==> src/rtl/bwp_pkg.sv <==
// Package: shared types and register offsets for the bus watchpoint unit.
// Assumes a 4-bit register offset space.
package bwp_pkg;
    typedef struct packed {
        logic       data_en;  // channel B only: require data compare
        logic       xy_sel;   // channel B only: watch X/Y cycles
        logic [1:0] dir;      // [0] read, [1] write
        logic [1:0] cyc;      // [0] fetch, [1] data
        logic [1:0] bus;      // [0] local, [1] internal
    } qual_t;

    localparam logic [3:0] OFS_ADDR  = 4'd0;
    localparam logic [3:0] OFS_MASK  = 4'd1;
    localparam logic [3:0] OFS_ASID  = 4'd2;
    localparam logic [3:0] OFS_QUAL  = 4'd3;
    localparam logic [3:0] OFS_DATA  = 4'd8;
    localparam logic [3:0] OFS_DMASK = 4'd9;
    localparam logic [3:0] OFS_FLAGS = 4'd10;
    localparam int         NCH       = 2;
endpackage

==> src/rtl/bwp_regs.sv <==
// Module: configuration registers and sticky match flags.
// Per-channel blocks sit at offset ch*4, followed by the shared data/mask
// and flag registers. Assumes AW, DW, IW and 8 are no wider than RW.
module bwp_regs
    import bwp_pkg::*;
#(
    parameter int AW = 32,
    parameter int DW = 32,
    parameter int IW = 8,
    parameter int RW = 32
) (
    input  logic                  clk,
    input  logic                  rst_n,
    input  logic                  wr_en,
    input  logic [3:0]            reg_ofs,
    input  logic [RW-1:0]         wr_data,
    output logic [RW-1:0]         rd_data,
    input  logic [2*NCH-1:0]      hit_vec,
    output logic [NCH-1:0][AW-1:0] addr_cfg,
    output logic [NCH-1:0][AW-1:0] mask_cfg,
    output logic [NCH-1:0][IW-1:0] asid_cfg,
    output qual_t [NCH-1:0]       qual_cfg,
    output logic [DW-1:0]         data_cfg,
    output logic [DW-1:0]         dmask_cfg,
    output logic [2*NCH-1:0]      flag_vec
);
    localparam int FW = 2 * NCH;

    for (genvar ch = 0; ch < NCH; ch++) begin : g_ch
        localparam logic [1:0] CHB = 2'(ch);
        // Per-channel address, mask, identifier and qualifier storage.
        always_ff @(posedge clk) begin
            if (!rst_n) begin
                addr_cfg[ch] <= '0;
                mask_cfg[ch] <= '0;
                asid_cfg[ch] <= '0;
                qual_cfg[ch] <= '0;
            end else if (wr_en && reg_ofs[3:2] == CHB) begin
                case (reg_ofs[1:0])
                    2'd0: addr_cfg[ch] <= wr_data[AW-1:0];
                    2'd1: mask_cfg[ch] <= wr_data[AW-1:0];
                    2'd2: asid_cfg[ch] <= wr_data[IW-1:0];
                    default: qual_cfg[ch] <= (ch == 0) ? qual_t'({2'b00, wr_data[5:0]})
                                                       : qual_t'(wr_data[7:0]);
                endcase
            end
        end
    end

    // Channel B data value and data mask storage.
    always_ff @(posedge clk) begin
        if (!rst_n) begin
            data_cfg  <= '0;
            dmask_cfg <= '0;
        end else if (wr_en && reg_ofs == OFS_DATA) begin
            data_cfg  <= wr_data[DW-1:0];
        end else if (wr_en && reg_ofs == OFS_DMASK) begin
            dmask_cfg <= wr_data[DW-1:0];
        end
    end

    // Sticky flags: software may only clear, matches set with priority.
    always_ff @(posedge clk) begin
        if (!rst_n) begin
            flag_vec <= '0;
        end else if (wr_en && reg_ofs == OFS_FLAGS) begin
            flag_vec <= (flag_vec & wr_data[FW-1:0]) | hit_vec;
        end else begin
            flag_vec <= flag_vec | hit_vec;
        end
    end

    // Combinational readback, zero-extended to RW.
    always_comb begin
        rd_data = '0;
        case (reg_ofs)
            4'd0:      rd_data[AW-1:0] = addr_cfg[0];
            4'd1:      rd_data[AW-1:0] = mask_cfg[0];
            4'd2:      rd_data[IW-1:0] = asid_cfg[0];
            4'd3:      rd_data[7:0]    = qual_cfg[0];
            4'd4:      rd_data[AW-1:0] = addr_cfg[1];
            4'd5:      rd_data[AW-1:0] = mask_cfg[1];
            4'd6:      rd_data[IW-1:0] = asid_cfg[1];
            4'd7:      rd_data[7:0]    = qual_cfg[1];
            OFS_DATA:  rd_data[DW-1:0] = data_cfg;
            OFS_DMASK: rd_data[DW-1:0] = dmask_cfg;
            OFS_FLAGS: rd_data[FW-1:0] = flag_vec;
            default:   rd_data = '0;
        endcase
    end
endmodule

==> src/rtl/bwp_chan.sv <==
// Module: one watchpoint channel comparing both buses against its settings.
// HAS_DATA adds the masked data compare, HAS_XY lets the channel watch X/Y
// cycles. Outputs are combinational hits for the current bus cycle.
module bwp_chan
    import bwp_pkg::*;
#(
    parameter int AW       = 32,
    parameter int DW       = 32,
    parameter int IW       = 8,
    parameter bit HAS_DATA = 1'b0,
    parameter bit HAS_XY   = 1'b0
) (
    input  logic [AW-1:0] addr_cfg,
    input  logic [AW-1:0] mask_cfg,
    input  logic [IW-1:0] asid_cfg,
    input  qual_t         qual_cfg,
    input  logic [DW-1:0] data_cfg,
    input  logic [DW-1:0] dmask_cfg,
    input  logic          lb_valid,
    input  logic [AW-1:0] lb_addr,
    input  logic [IW-1:0] lb_asid,
    input  logic          lb_fetch,
    input  logic          lb_write,
    input  logic          lb_xy,
    input  logic [DW-1:0] lb_data,
    input  logic          ib_valid,
    input  logic [AW-1:0] ib_addr,
    input  logic          ib_fetch,
    input  logic          ib_write,
    input  logic [DW-1:0] ib_data,
    output logic          lb_hit,
    output logic          ib_hit
);
    logic [AW-1:0] ib_mask;
    logic          lb_kind_ok, ib_kind_ok, lb_port_ok;
    logic          lb_data_ok, ib_data_ok;

    // Cycle-type and direction qualification for each bus.
    always_comb begin
        lb_kind_ok = (lb_fetch ? qual_cfg.cyc[0] : qual_cfg.cyc[1])
                   & (lb_write ? qual_cfg.dir[1] : qual_cfg.dir[0]);
        ib_kind_ok = (ib_fetch ? qual_cfg.cyc[0] : qual_cfg.cyc[1])
                   & (ib_write ? qual_cfg.dir[1] : qual_cfg.dir[0]);
        lb_port_ok = HAS_XY ? (qual_cfg.xy_sel == lb_xy) : !lb_xy;
    end

    // Masked data compare, forced true when absent or disabled.
    always_comb begin
        lb_data_ok = !HAS_DATA || !qual_cfg.data_en
                   || (((lb_data ^ data_cfg) & ~dmask_cfg) == '0);
        ib_data_ok = !HAS_DATA || !qual_cfg.data_en
                   || (((ib_data ^ data_cfg) & ~dmask_cfg) == '0);
    end

    // Final hit per bus; internal fetches ignore the two low address bits.
    always_comb begin
        ib_mask    = mask_cfg;
        ib_mask[1:0] = mask_cfg[1:0] | {2{ib_fetch}};
        lb_hit = lb_valid && qual_cfg.bus[0] && lb_port_ok && lb_kind_ok
              && (((lb_addr ^ addr_cfg) & ~mask_cfg) == '0)
              && (lb_asid == asid_cfg) && lb_data_ok;
        ib_hit = ib_valid && qual_cfg.bus[1] && ib_kind_ok
              && (((ib_addr ^ addr_cfg) & ~ib_mask) == '0) && ib_data_ok;
    end
endmodule

==> src/rtl/bus_watchpoint.sv <==
// Module: top of the two-channel bus watchpoint unit.
// Channel 0 (A) is address-only, channel 1 (B) adds data and X/Y watch.
// Hits from both channels merge into one registered break request.
module bus_watchpoint
    import bwp_pkg::*;
#(
    parameter int AW = 32,
    parameter int DW = 32,
    parameter int IW = 8,
    parameter int RW = 32
) (
    input  logic          clk,
    input  logic          rst_n,
    input  logic          reg_wr,
    input  logic [3:0]    reg_addr,
    input  logic [RW-1:0] reg_wdata,
    output logic [RW-1:0] reg_rdata,
    input  logic          lb_valid,
    input  logic [AW-1:0] lb_addr,
    input  logic [IW-1:0] lb_asid,
    input  logic          lb_fetch,
    input  logic          lb_write,
    input  logic          lb_xy,
    input  logic [DW-1:0] lb_data,
    input  logic          ib_valid,
    input  logic [AW-1:0] ib_addr,
    input  logic          ib_fetch,
    input  logic          ib_write,
    input  logic [DW-1:0] ib_data,
    output logic          brk_req
);
    logic [NCH-1:0][AW-1:0] addr_cfg, mask_cfg;
    logic [NCH-1:0][IW-1:0] asid_cfg;
    qual_t [NCH-1:0]        qual_cfg;
    logic [DW-1:0]          data_cfg, dmask_cfg;
    logic [2*NCH-1:0]       hit_vec, flag_vec;

    bwp_regs #(.AW(AW), .DW(DW), .IW(IW), .RW(RW)) u_regs (
        .clk(clk), .rst_n(rst_n), .wr_en(reg_wr), .reg_ofs(reg_addr),
        .wr_data(reg_wdata), .rd_data(reg_rdata), .hit_vec(hit_vec),
        .addr_cfg(addr_cfg), .mask_cfg(mask_cfg), .asid_cfg(asid_cfg),
        .qual_cfg(qual_cfg), .data_cfg(data_cfg), .dmask_cfg(dmask_cfg),
        .flag_vec(flag_vec)
    );

    for (genvar ch = 0; ch < NCH; ch++) begin : g_chan
        bwp_chan #(
            .AW(AW), .DW(DW), .IW(IW),
            .HAS_DATA(ch == 1), .HAS_XY(ch == 1)
        ) u_chan (
            .addr_cfg(addr_cfg[ch]), .mask_cfg(mask_cfg[ch]),
            .asid_cfg(asid_cfg[ch]), .qual_cfg(qual_cfg[ch]),
            .data_cfg(data_cfg), .dmask_cfg(dmask_cfg),
            .lb_valid(lb_valid), .lb_addr(lb_addr), .lb_asid(lb_asid),
            .lb_fetch(lb_fetch), .lb_write(lb_write), .lb_xy(lb_xy),
            .lb_data(lb_data),
            .ib_valid(ib_valid), .ib_addr(ib_addr), .ib_fetch(ib_fetch),
            .ib_write(ib_write), .ib_data(ib_data),
            .lb_hit(hit_vec[2*ch]), .ib_hit(hit_vec[2*ch+1])
        );
    end

    // Merged break request: one pulse per cycle holding any hit.
    always_ff @(posedge clk) begin
        if (!rst_n) brk_req <= 1'b0;
        else        brk_req <= |hit_vec;
    end
endmodule

==> config.mk <==
export PLATFORM = sky130hd
export DESIGN_NAME = bus_watchpoint
export DESIGN_NICKNAME = d
export VERILOG_FILES = /design/src/rtl/bwp_pkg.sv /design/src/rtl/bwp_regs.sv /design/src/rtl/bwp_chan.sv /design/src/rtl/bus_watchpoint.sv
export SDC_FILE = /design/constraint.sdc
export NUM_CORES = 1
export LEC_CHECK = 0
export BUFFER_PORTS_ARGS = -buffer_cell sky130_fd_sc_hd__buf_2
export CAP_MARGIN = 15
export CORE_UTILIZATION = 52
export DETAILED_ROUTE_END_ITERATION = 8
export PLACE_DENSITY = 0.76
export SYNTH_ARGS = -nofsm -noshare
export SYNTH_HDL_FRONTEND = slang
export SYNTH_SLANG_ARGS = --single-unit
==> constraint.sdc <==
create_clock -name clk -period 2.5 [get_ports clk]
set_clock_uncertainty 0.2 [all_clocks]
set_input_delay 0.5 -clock clk [delete_from_list [all_inputs] [get_ports clk]]
set_output_delay 0.5 -clock clk [all_outputs]
set_load 0.05 [all_outputs]
==> flow_results.org, run 1 <==
** Detailed routing
- Across all layers, the routed design uses 13800 vias.
- Dividing the detail-routed wire length by the instance count gives 27.3 um.
- After the first detailed-routing iteration, the DRC count stood at 2034.
- Using the TritonRoute via totals, the vias-per-cell ratio works out to 6.35.
- Number of antenna-violating nets in the routed design :: 0
- In the routed design, unresolved DRC markers number 0.
- 1st-pass router iterations :: 6
- Routed Wire Length :: 59300 um

** Timing
- In the post-route analysis, the smallest setup slack over all paths is -34.4 ps.
- Worst slew margin relative to its limit :: 0.646
- The number of slew-limit violations in the final report is 0.
- Total Negative Setup Slacks :: -62.0 ps
- Final hold violations :: 0
- Unrepaired setup endpoints after global routing :: yes
- For the pin with the worst max-slew slack, the measured transition is 531 ps.
- Max Freq :: 0.395 GHz
- Period minus WS final :: 2530 ps
- Number of setup violations in the final report :: 4
- Period utilisation layout :: 1.01

** Critical path
- Along the worst path, the maximum fanout reaches 3.
- Worst R2R End :: brk_req
- The worst setup path is captured at a primary output.
- Setup slack on the worst reg-to-reg path comes out at 60 ps.
- R2R depth :: 7
- The worst setup path is of the flip-flop to primary output kind.
- STA classifies the critical path startpoint as a flip-flop.
- WP data arrival :: 1830 ps
- For the worst setup path, the data required time is 1800 ps.
- The startpoint identified for the worst register-to-register timing path is u_regs.addr_cfg[44].

** Power
- Power dissipated by switching net loads :: 2.31 mW
- Power share of the combinational group :: 0.131
- IR analysis of the VDD net gives a maximum drop of 0.559 mV.
- Internal power of the cells :: 6.27 mW
- Power density relative to cell area :: 514 nW/um^2
- Clock network fraction of design power :: 0.433
- For this design the static power due to leakage is 5.97 nW.
- Switching Fraction :: 0.269
- Part of the power in registers :: 0.436
- Total power for the finished layout comes to 8.57 mW.

** Finish
- Area Growth Syn to Fin :: 33.1%
- At the end of the flow, the number of nets in the layout was 2026.
- Fill cells in the final layout number 1902.
- 0 antenna diodes ended up in the layout.
- Of the cells placed in the final design, the portion with a size suffix greater than 1 is 0.265.

** Synthesis
- Counting flops and latches in the post-synthesis netlist gives 227.
- The synthesized design spends more area on one cell type than any other, namely sky130_fd_sc_hd__dfxtp_1.
- Synth cell types :: 42
- Syn. warnings :: 0
- Mean area per synthesized cell :: 8.07 sq um
- Number of standard cells after synthesis :: 1552
- Sequential share of the synthesized area :: 0.363
- Post-synth EDFFs :: 0
- Top-area cell type share of the netlist area :: 0.363
- After synthesis the cells add up to 12500 sq um.
- For this run, asynchronously set or reset flops after synthesis account for 0.
- By area the synthesized netlist is led by sky130_fd_sc_hd__dfxtp_1, sky130_fd_sc_hd__xnor2_1, sky130_fd_sc_hd__nand2_1.
- The number of nets in the synthesized netlist is 1734.
- Top_reg_cell synth :: sky130_fd_sc_hd__dfxtp_1

** Hold path
- Critical hold path startpoint :: reg_wdata[27]
- Worst min-delay path endpoint :: u_regs.addr_cfg[27]
- Hold path depth :: 3
- The tightest min-delay check is of the primary input to flip-flop type.

** Global route
- Entering global routing, the biggest net connects 82 pins.
- Number of antenna violations at the first check in global routing :: 0
- Global routing finished with a remaining overflow of 0.
- Number of global-route vias before repair :: 13200
- The first global-routing pass estimated 84400 um of wire.
- Total routing usage reported by global routing :: 0.474

** Clocking
- The tree is rooted in a sky130_fd_sc_hd__clkbuf_16.
- TritonCTS built the clock tree.
- The clock net in this run drives a total of 227 sinks.
- Worst-case clock buffer depth :: 3
- TritonCTS created 25 clock buffers.
- Later-pin clock latency in the skew report :: 560 ps
- CTS built an H-tree with a depth of 1.
- CTS Hold Buffers Added :: 0
- After clock tree synthesis, the clock-pin slew on the worst setup and hold paths is 60 ps.

** Place
- In this run the tool buffered the top-level ports with 214 buffer cells.
- Once detailed placement completed, the half-perimeter wirelength came to 45000 um.
- RD Place Congestion :: 1.07

** Die
- After floorplanning, the core was sized to cover 23500 sq um.
- The die covers 24700 sq um.
- Chip Height :: 157 um
- In this run the core area contains 56 standard-cell rows.
- 215 I/O pins were placed.
- In this run the horizontal extent of the chip is 157 um.
- For this configuration, the core starts out at a cell density of 0.532.

** Run
- Max-cap violations in this run came to 0.

** Outcome
- Outcome :: complete, but fails checks
- The checks that failed: negative setup slack.
## power groups by stage
stage                     clock network [mW]  logic [mW]  registers, mW
after floorplan                            0       0.517           3.78
after global placement                     0        1.03           3.82
after detailed placement                   0        1.04           3.82
after CTS                               3.69        1.07           3.74
after global routing                    3.83        1.16           3.74
final                                   3.71        1.12           3.74
## cells in the mapped netlist (all sizes together), types with 8 or more instances
library cell	count
dfxtp	227
clkbuf	74
buf	31
nand3	56
o22ai	94
a221oi	10
nor2	9
nor3	11
nor4	27
a21boi	216
a22oi	83
nor2b	9
mux2i	17
xnor2	198
nand2	425
xor2	11
o21a	8
## registers in the layout, summed over array words and instances (netlist names)
signal	flops
brk_req	1
u_regs.dmask_cfg	32
u_regs.data_cfg	32
u_regs.flag_vec	4
u_regs.mask_cfg	64
u_regs.addr_cfg	64
u_regs.asid_cfg	16
u_regs.qual_cfg	14
## cells in the final DEF, fill, tap and decap left out, types with 11 or more instances in the layout
| cell | n |
|---|---|
| sky130_fd_sc_hd__buf_6 | 29 |
| sky130_fd_sc_hd__buf_12 | 21 |
| sky130_fd_sc_hd__a21boi_0 | 192 |
| sky130_fd_sc_hd__xor2_1 | 11 |
| sky130_fd_sc_hd__nand3_1 | 29 |
| sky130_fd_sc_hd__a22oi_2 | 14 |
| sky130_fd_sc_hd__nor4_1 | 24 |
| sky130_fd_sc_hd__nand2_1 | 425 |
| sky130_fd_sc_hd__clkbuf_16 | 26 |
| sky130_fd_sc_hd__o22ai_1 | 94 |
| sky130_fd_sc_hd__buf_2 | 177 |
| sky130_fd_sc_hd__mux2i_1 | 17 |
| sky130_fd_sc_hd__buf_4 | 121 |
| sky130_fd_sc_hd__a21boi_1 | 24 |
| sky130_fd_sc_hd__dfxtp_1 | 216 |
| sky130_fd_sc_hd__buf_8 | 21 |
| sky130_fd_sc_hd__a22oi_1 | 69 |
| sky130_fd_sc_hd__nand3_2 | 17 |
| sky130_fd_sc_hd__xnor2_1 | 198 |
## routing by layer
| metal | up-vias | routed length, um | part of all wire | track usage |
|---|---|---|---|---|
| li1 | 6021 | - | - | - |
| met1 | 6474 | 21000 | 0.35 | 0.560 |
| met2 | 1052 | 26900 | 0.45 | 0.770 |
| met3 | 267 | 6440 | 0.11 | 0.0920 |
| met4 | 0 | 5000 | 0.084 | 0.345 |
| met5 | - | 0 | 0 | 0 |
## stage by stage
stage | hold slack, ps | cell area (sq um) | instances | setup slack, ps | utilization
floorplan | 256 | 12900 | 1552 | -7.40 | -
global placement | 287 | 15200 | 2124 | -335 | 0.645
detailed placement | 298 | 15200 | 2124 | -311 | 0.645
CTS | 51.0 | 16400 | 2170 | -18.5 | 0.696
global route | 63.4 | 16700 | 2177 | -174 | 0.708
finish | 60.6 | 16700 | 2177 | -34.4 | 0.708
## worst max-delay path by stage
stage / startpoint / endpoint / slack (ps)
CTS: u_regs.dmask_cfg[7] / reg_rdata[7] / -20
floorplan: reg_addr[2] / reg_rdata[1] / -7
detailed placement: lb_asid[4] / brk_req / -310
global placement: lb_asid[4] / brk_req / -330
finish: u_regs.dmask_cfg[7] / reg_rdata[7] / -30
global route: u_regs.dmask_cfg[7] / reg_rdata[7] / -170
## cell families (layout without fill, tap and decap cells)
family	count (synthesis)	after routing	synth area share
buffers and inverters	106	412	0.0346
xor gates and xnor gates	209	209	0.146
DFF	227	227	0.363
and+or+nand+nor	558	558	0.187
AOI/OAI and AO/OA	434	434	0.255
muxes	18	18	0.0145
## layout make-up
class	instances	area, sq um	share of cell area
multi-input cells	1219	8020	0.481
flip-flops and latches	227	4560	0.274
repair buffers	370	2880	0.173
clock buffers	33	716	0.0429
well taps	319	399	0.0239
clock inverters	8	92.6	0.00555
inverters	1	3.75	0.000225
## repair_timing
| action | in CTS | in global routing |
|---|---|---|
| cloned | 1 | 1 |
| endpoints found under the setup margin | 34 | 33 |
| setup buffers | 4 | 6 |
| gates resized for setup | 101 | 57 |
| pin swaps | 12 | 25 |
## critical path: stages (launching register included)
cell and delay [ps]:
sky130_fd_sc_hd__dfxtp_4 350, sky130_fd_sc_hd__a222oi_1 330, sky130_fd_sc_hd__nand3_1 110, sky130_fd_sc_hd__a221o_1 310
sky130_fd_sc_hd__buf_6 170
(Power assumes the default switching activity.)
==> run 2, diff against run 1 <==
Settings changed: GPL_TIMING_DRIVEN from default to 0, PLACE_DENSITY 0.76 to default, PLACE_DENSITY_LB_ADDON from default to 0.3.
==> flow_results.org, run 2 (synthesized netlist as in run 1, its figures left out) <==
** Outcome
- The flow ran to the end, but the final reports show violations.
- Violations in the final reports :: negative setup slack

** Power
- For this design the ratio of total power to cell area is 534 nW/um^2.
- Cell leakage power :: 5.80 nW
- Of the total power, the share spent switching nets is 0.282.
- The share of total power dissipated in combinational logic is 0.133.
- The completed layout was analyzed and its total power is 9.00 mW.
- The share of total power dissipated in the clock network is 0.450.
- Power dissipated by switching net loads :: 2.54 mW
- Internal power of the cells :: 6.47 mW
- Peak supply drop :: 0.502 mV
- Part of the power in registers :: 0.417

** Finish
- The library cell used most frequently in the layout, excluding fill and tap cells, is sky130_fd_sc_hd__nand2_1.
- After the flow finishes, the layout carries non-filler instances totaling 2175.
- The top cell types in the final layout, fill and taps aside, are sky130_fd_sc_hd__nand2_1, sky130_fd_sc_hd__xnor2_1, sky130_fd_sc_hd__dfxtp_1.
- Area Growth Syn to Fin :: 34.7%
- Share of post-route cells with drive strength above 1 :: 0.269
- In the final design database the tool counted 2017 nets.
- Share of the core filled with cells in the final layout :: 0.717
- The largest registers in the layout are u_regs.addr_cfg (64), u_regs.mask_cfg (64).

** Global route
- Number of antenna violations at the first check in global routing :: 1
- Number of global-route vias before repair :: 13800
- Global routing usage on met1 :: 0.596
- In the global route stage, met2 resource usage came out at 0.778.
- For met3 alone, demand over resource in global routing was 0.171.
- Residual overflow from global routing :: 0
- The first global-routing pass estimated 90600 um of wire.
- Pin count of the biggest net entering global routing :: 15
- The global routing stage identified its most utilized layer as met2.
- Total routing usage reported by global routing :: 0.516

** Detailed routing
- Mean routed wirelength per cell :: 30.8 um
- Routed Wire Length :: 67100 um
- Before antenna repair, the detailed router went through 7 iterations.
- For this run, design rule violations remaining after detail routing come to 0.
- In the routed layout, each cell is associated on average with a via count of 6.90.
- Across all layers, the routed design uses 15000 vias.
- 1st-iter DRT viols :: 2617
- Number of antenna-violating nets in the routed design :: 0

** Place
- RD Place Congestion :: 1.04
- Summed over all nets, the half-perimeter wirelength after detailed placement is 48400 um.
- DP Cell Count :: 2079
- In this run the tool buffered the top-level ports with 208 buffer cells.

** Critical path
- Startpoint types :: primary input
- CP max-delay cell :: sky130_fd_sc_hd__nor2_4
- Worst path required time :: 1800 ps
- Worst setup path startpoint :: reg_addr[2]
- The cell that appears most often on the critical path is sky130_fd_sc_hd__buf_6.
- WP data arrival :: 1970 ps
- Ordered list of cells on the worst path :: buf_12 -> nand2b_4 -> buf_6 -> nor2_4 -> buf_6 -> buf_6 -> buf_8 -> a22oi_2 -> nand3_2 -> buf_8
- Worst-path fanout max :: 7
- Worst path bufs/invs :: 6
- The critical path in this run is classified as primary input to primary output.
- Grouping stages by cell kind, the critical path spends the most delay in buffers and inverters.
- Worst setup EP type :: primary output
- Source of the worst register-to-register timing path :: u_regs.data_cfg[12]
- Slowest stage delay, CP :: 230 ps

** Timing
- At the pin with the least slew margin, the transition time is 926 ps.
- Setup violations remaining at the end of the flow were counted as 37.
- Max-slew violation total from the final report :: 0
- Summed over all failing endpoints, the final setup total negative slack is -3290 ps.
- Worst slew margin relative to its limit :: 0.383
- Setup slack on the critical path of the routed design comes to -172 ps.
- Period utilisation layout :: 1.07
- Max Freq :: 0.374 GHz
- Final hold violations :: 0
- The smallest clock period supported by the final layout is computed as 2670 ps.
- Unrepaired setup endpoints after global routing :: yes
- The tightest hold path in the finished design has a slack of 73.7 ps.

** Die
- The die is 157 um wide.
- The total area inside the core boundary comes to 23500 sq um.
- After floorplanning, the core was divided into 56 placement rows.
- Starting utilization of the core area :: 0.532
- For this design the top-level I/O count stands at 215.
- The die covers 24700 sq um.
- Chip Height :: 157 um

** Clocking
- Clock tree synthesis selected as its root buffer the cell sky130_fd_sc_hd__clkbuf_16.
- For the worst-skew pair, the clock arrives at the later sink with an insertion delay of 550 ps.
- Cts bufs inserted :: 26
- Clock tree from TritonCTS :: built
- No sink is reached through more buffers than the 3 on the longest clock path.
- Clock transition at path regs :: 70 ps
- The clock net in this run drives a total of 227 sinks.
- CTS built an H-tree with a depth of 1.

** Hold path
- The startpoint identified for the worst hold timing path is reg_wdata[28].
- The min-delay analysis places its worst path in the category primary input to flip-flop.

** Run
- Number of violations of the max-capacitance limit :: 0
[run 2: cell types whose count changed in the layout (fill, tap and decap cells not counted), moves of 8 or more]
cell,previous run,this run
sky130_fd_sc_hd__a22oi_1,69,35
sky130_fd_sc_hd__a22oi_2,14,48
sky130_fd_sc_hd__buf_12,21,12
sky130_fd_sc_hd__buf_2,177,193
sky130_fd_sc_hd__buf_4,121,25
sky130_fd_sc_hd__buf_8,21,31
sky130_fd_sc_hd__clkbuf_1,2,59
sky130_fd_sc_hd__clkbuf_16,26,34
sky130_fd_sc_hd__dfxtp_1,216,195
sky130_fd_sc_hd__dfxtp_2,9,31
[run 2: routing by layer]
layer | up-vias | part of all wire
met2 | 1532 | 0.41
li1 | 6018 | -
met1 | 6882 | 0.34
met3 | 569 | 0.14
met4 | 2 | 0.11
met5 | - | 0.00067
[run 2: worst register-to-register path, stage by stage, from the launching register on]
cell                       delay [ps]
sky130_fd_sc_hd__dfxtp_2          460
sky130_fd_sc_hd__xnor2_1          170
sky130_fd_sc_hd__o22ai_1          110
sky130_fd_sc_hd__nor4_2           470
sky130_fd_sc_hd__nand4_1          570
sky130_fd_sc_hd__a211oi_2         450
sky130_fd_sc_hd__o41a_1           170
[run 2: what timing repair did]
| action | CTS | global route |
|---|---|---|
| endpoints found under the setup margin | 36 | 36 |
| pin swaps | 15 | 47 |
| gates resized for setup | 167 | 136 |
| buffers inserted | 24 | 21 |
| gates cloned | 1 | 6 |
| hold buffers | 0 | 0 |
[run 2: cell type report]
| type | count | area, sq um |
|---|---|---|
| multi-input combinational | 1219 | 8350 |
| sequential | 227 | 4590 |
| tap | 319 | 399 |
| clock buffer | 32 | 734 |
| timing repair buffer | 259 | 1960 |
| inverter | 1 | 3.75 |
| clock inverter | 16 | 158 |
| antenna | 1 | 2.50 |
| buffer | 101 | 684 |
| fill | 1679 | 6670 |
[run 2: power groups by stage]
stage                     sequential, mW  clock (mW)  combinational, mW
after floorplan                     3.78           0              0.517
after global placement              3.82           0              0.986
after detailed placement            3.82           0              0.987
after CTS                           3.75        3.98               1.06
after global routing                3.75        4.14               1.22
final                               3.76        4.05               1.20
[run 2: per-stage QoR]
| step | instance area [sq um] | setup WS [ps] |
|---|---|---|
| floorplan | 12900 | -7.40 |
| global placement | 14300 | -851 |
| detailed placement | 14300 | -860 |
| CTS | 16100 | -114 |
| global route | 16900 | -199 |
| finish | 16900 | -172 |
[run 2: path summary, 6_finish.rpt]
kind / to / slack, ps / cells after the start
max: reg_rdata[9] / -170 / 10
min: u_regs.data_cfg[28] / 70 / 3
max reg2reg: brk_req / -140 / 6
min reg2reg: u_regs.data_cfg[27] / 310 / 2
==> run 3, diff against run 2 <==
Settings changed: SKIP_CTS_REPAIR_TIMING from default to 1.
==> flow_results.org, run 3 (synthesized netlist as in run 1, its figures left out) <==
** Outcome
- The run finished, with violations left.
- The final reports fail on negative setup slack.

** Global route
- Residual overflow from global routing :: 0
- The layer flagged by global routing as most heavily used is met2.
- The first global-routing pass estimated 87400 um of wire.
- For this run, global-route usage on met3 was measured as 0.124.
- Global routing usage on met1 :: 0.599
- Global-route met2 utilization :: 0.756
- Number of global-route vias before repair :: 13200
- Number of antenna violations at the first check in global routing :: 0
- In the global route stage, overall resource usage came out at 0.499.
- Pin count of the biggest net entering global routing :: 15

** Critical path
- Worst setup path startpoint :: reg_addr[2]
- Worst path required time :: 1800 ps
- In this run the critical register-to-register path is captured at brk_req.
- In this run the worst path has a maximum fanout of 10.
- The setup check on the worst reg-to-reg path leaves a slack of -50 ps.
- CP Capture Point :: reg_rdata[17]
- Measured in cells, the most critical reg-to-reg path has a length of 6.
- Data on the critical path arrives at its endpoint at 2090 ps.
- Startpoint types :: primary input
- Source of the worst register-to-register timing path :: u_regs.data_cfg[28]
- The critical path is of the primary input to primary output type.
- Worst setup EP type :: primary output

** Clocking
- TritonCTS built the clock tree.
- Clock transition at path regs :: 60 ps
- Max H-tree Level :: 1
- CTS saw 227 sinks.
- The clock passes through at most 3 buffers.
- Root Buffer Master :: sky130_fd_sc_hd__clkbuf_16
- The clock reaches the later pin of the worst-skew pair after 560 ps.
- Cts bufs inserted :: 26

** Timing
- Post-route setup slack :: -286 ps
- Total Negative Setup Slacks :: -3840 ps
- The tightest hold path in the finished design has a slack of 60.4 ps.
- Final hold violations :: 0
- Period utilisation layout :: 1.11
- For the finished layout, the period the worst path requires is 2790 ps.
- For the pin with the worst max-slew slack, the measured transition is 1000 ps.
- Based on the critical path, the design can be clocked at up to 0.359 GHz.
- Number of setup violations in the final report :: 34
- Measured against its own limit, the worst slew margin works out to 0.333.
- Max-slew violation total from the final report :: 0
- Unrepaired setup endpoints after global routing :: yes

** Power
- Peak supply drop :: 0.503 mV
- The analysis attributes to net switching a power of 2.49 mW.
- Power share of the combinational group :: 0.125
- Switching Fraction :: 0.280
- Cell leakage power :: 5.53 nW
- Internal power of the cells :: 6.42 mW
- For this design the ratio of total power to cell area is 553 nW/um^2.
- Of the total power, registers draw 0.421.
- Clock network fraction of design power :: 0.454
- Overall power consumption after layout is estimated at 8.91 mW.

** Detailed routing
- Routed Wire Length :: 64000 um
- After detailed routing, the average wire length per cell comes to 29.9 um.
- Before antenna repair, the detailed router went through 6 iterations.
- 1st-iter DRT viols :: 2338
- Number of antenna-violating nets in the routed design :: 0
- After detailed routing, the number of vias per cell comes to 6.70.
- For this run, design rule violations remaining after detail routing come to 0.
- The final route contains 14400 vias.

** Finish
- After the last flow step, the layout net total stands at 1987.
- Largest registers ranked by flip-flop count :: u_regs.addr_cfg (64), u_regs.mask_cfg (64)
- The finished cells cover 16100 sq um.
- The library cell used most frequently in the layout, excluding fill and tap cells, is sky130_fd_sc_hd__nand2_1.
- From synthesis to final layout, the design area changed by 28.6%.
- Of the cells placed in the final design, the portion with a size suffix greater than 1 is 0.224.
- Number of antenna cells inserted :: 0
- Leaving out filler cells and counting taps, the final layout contains 2144.
- Filler Cell Count :: 1854
- Leaving out fill and tap cells, the most frequent cells in the layout are sky130_fd_sc_hd__nand2_1, sky130_fd_sc_hd__dfxtp_1, sky130_fd_sc_hd__xnor2_1.
- Measured on the finished design, the core utilization comes to 0.684.

** Place
- DP Cell Count :: 2079
- The congestion estimate from routability-driven global placement came to 1.04.
- Detailed placement ended at an HPWL of 48400 um.
- Timing analysis after detailed placement gives a worst setup slack of -860 ps.
- Number of buffer cells added on primary ports :: 208
- Cell area reported after detailed placement :: 14300 sq um

** Die
- The initial utilization of the core area, before any placement, comes to 0.532.
- The initialized floorplan defines 56 standard-cell rows.
- Chip Height :: 157 um
- Die area :: 24700 sq um
- Std-Cell Core Area :: 23500 sq um
- The floorplan step set the die width to 157 um.
- Boundary Pins :: 215

** Hold path
- Path type of the worst min-delay path :: primary input to flip-flop
- The worst hold path begins at reg_wdata[28].

** Run
- Max-cap violations in this run came to 0.
## run 3: worst min-delay path by stage
stage | end | slack, ps | cells after the start
finish | u_regs.addr_cfg[60] | 60 | 3
global route | u_regs.addr_cfg[60] | 80 | 3
CTS | u_regs.addr_cfg[60] | 60 | 3
detailed placement | u_regs.dmask_cfg[17] | 300 | 2
global placement | u_regs.asid_cfg[1] | 290 | 2
floorplan | u_regs.qual_cfg[9] | 260 | 2
## run 3: critical path: stages
cell,delay (ps)
sky130_fd_sc_hd__buf_12,100
sky130_fd_sc_hd__nand2b_4,160
sky130_fd_sc_hd__nor3_4,60
sky130_fd_sc_hd__buf_12,140
sky130_fd_sc_hd__buf_4,210
sky130_fd_sc_hd__a22oi_2,600
sky130_fd_sc_hd__nand3_4,130
sky130_fd_sc_hd__buf_8,190
## run 3: power groups by stage
stage	logic, mW	clock network, mW	registers [mW]
2_1_floorplan	0.517	0	3.78
3_3_place_gp	0.986	0	3.82
3_5_place_dp	0.987	0	3.82
4_1_cts	0.995	3.98	3.74
5_1_grt	1.14	4.12	3.75
6_report	1.12	4.04	3.75
## run 3: per-layer routing
layer	part of all wire	wire (um)
met2	0.41	26600
met5	0	0
met4	0.10	6680
met3	0.14	8820
met1	0.34	22000
## run 3: cell type report
cell class | count | area [sq um] | share of cell area
clock buffer | 32 | 734 | 0.0456
clock inverter | 16 | 158 | 0.00979
sequential | 227 | 4560 | 0.283
buffer | 105 | 633 | 0.0393
multi-input combinational | 1219 | 8120 | 0.504
timing repair buffer | 225 | 1500 | 0.0929
inverter | 1 | 3.75 | 0.000233
tap | 319 | 399 | 0.0248
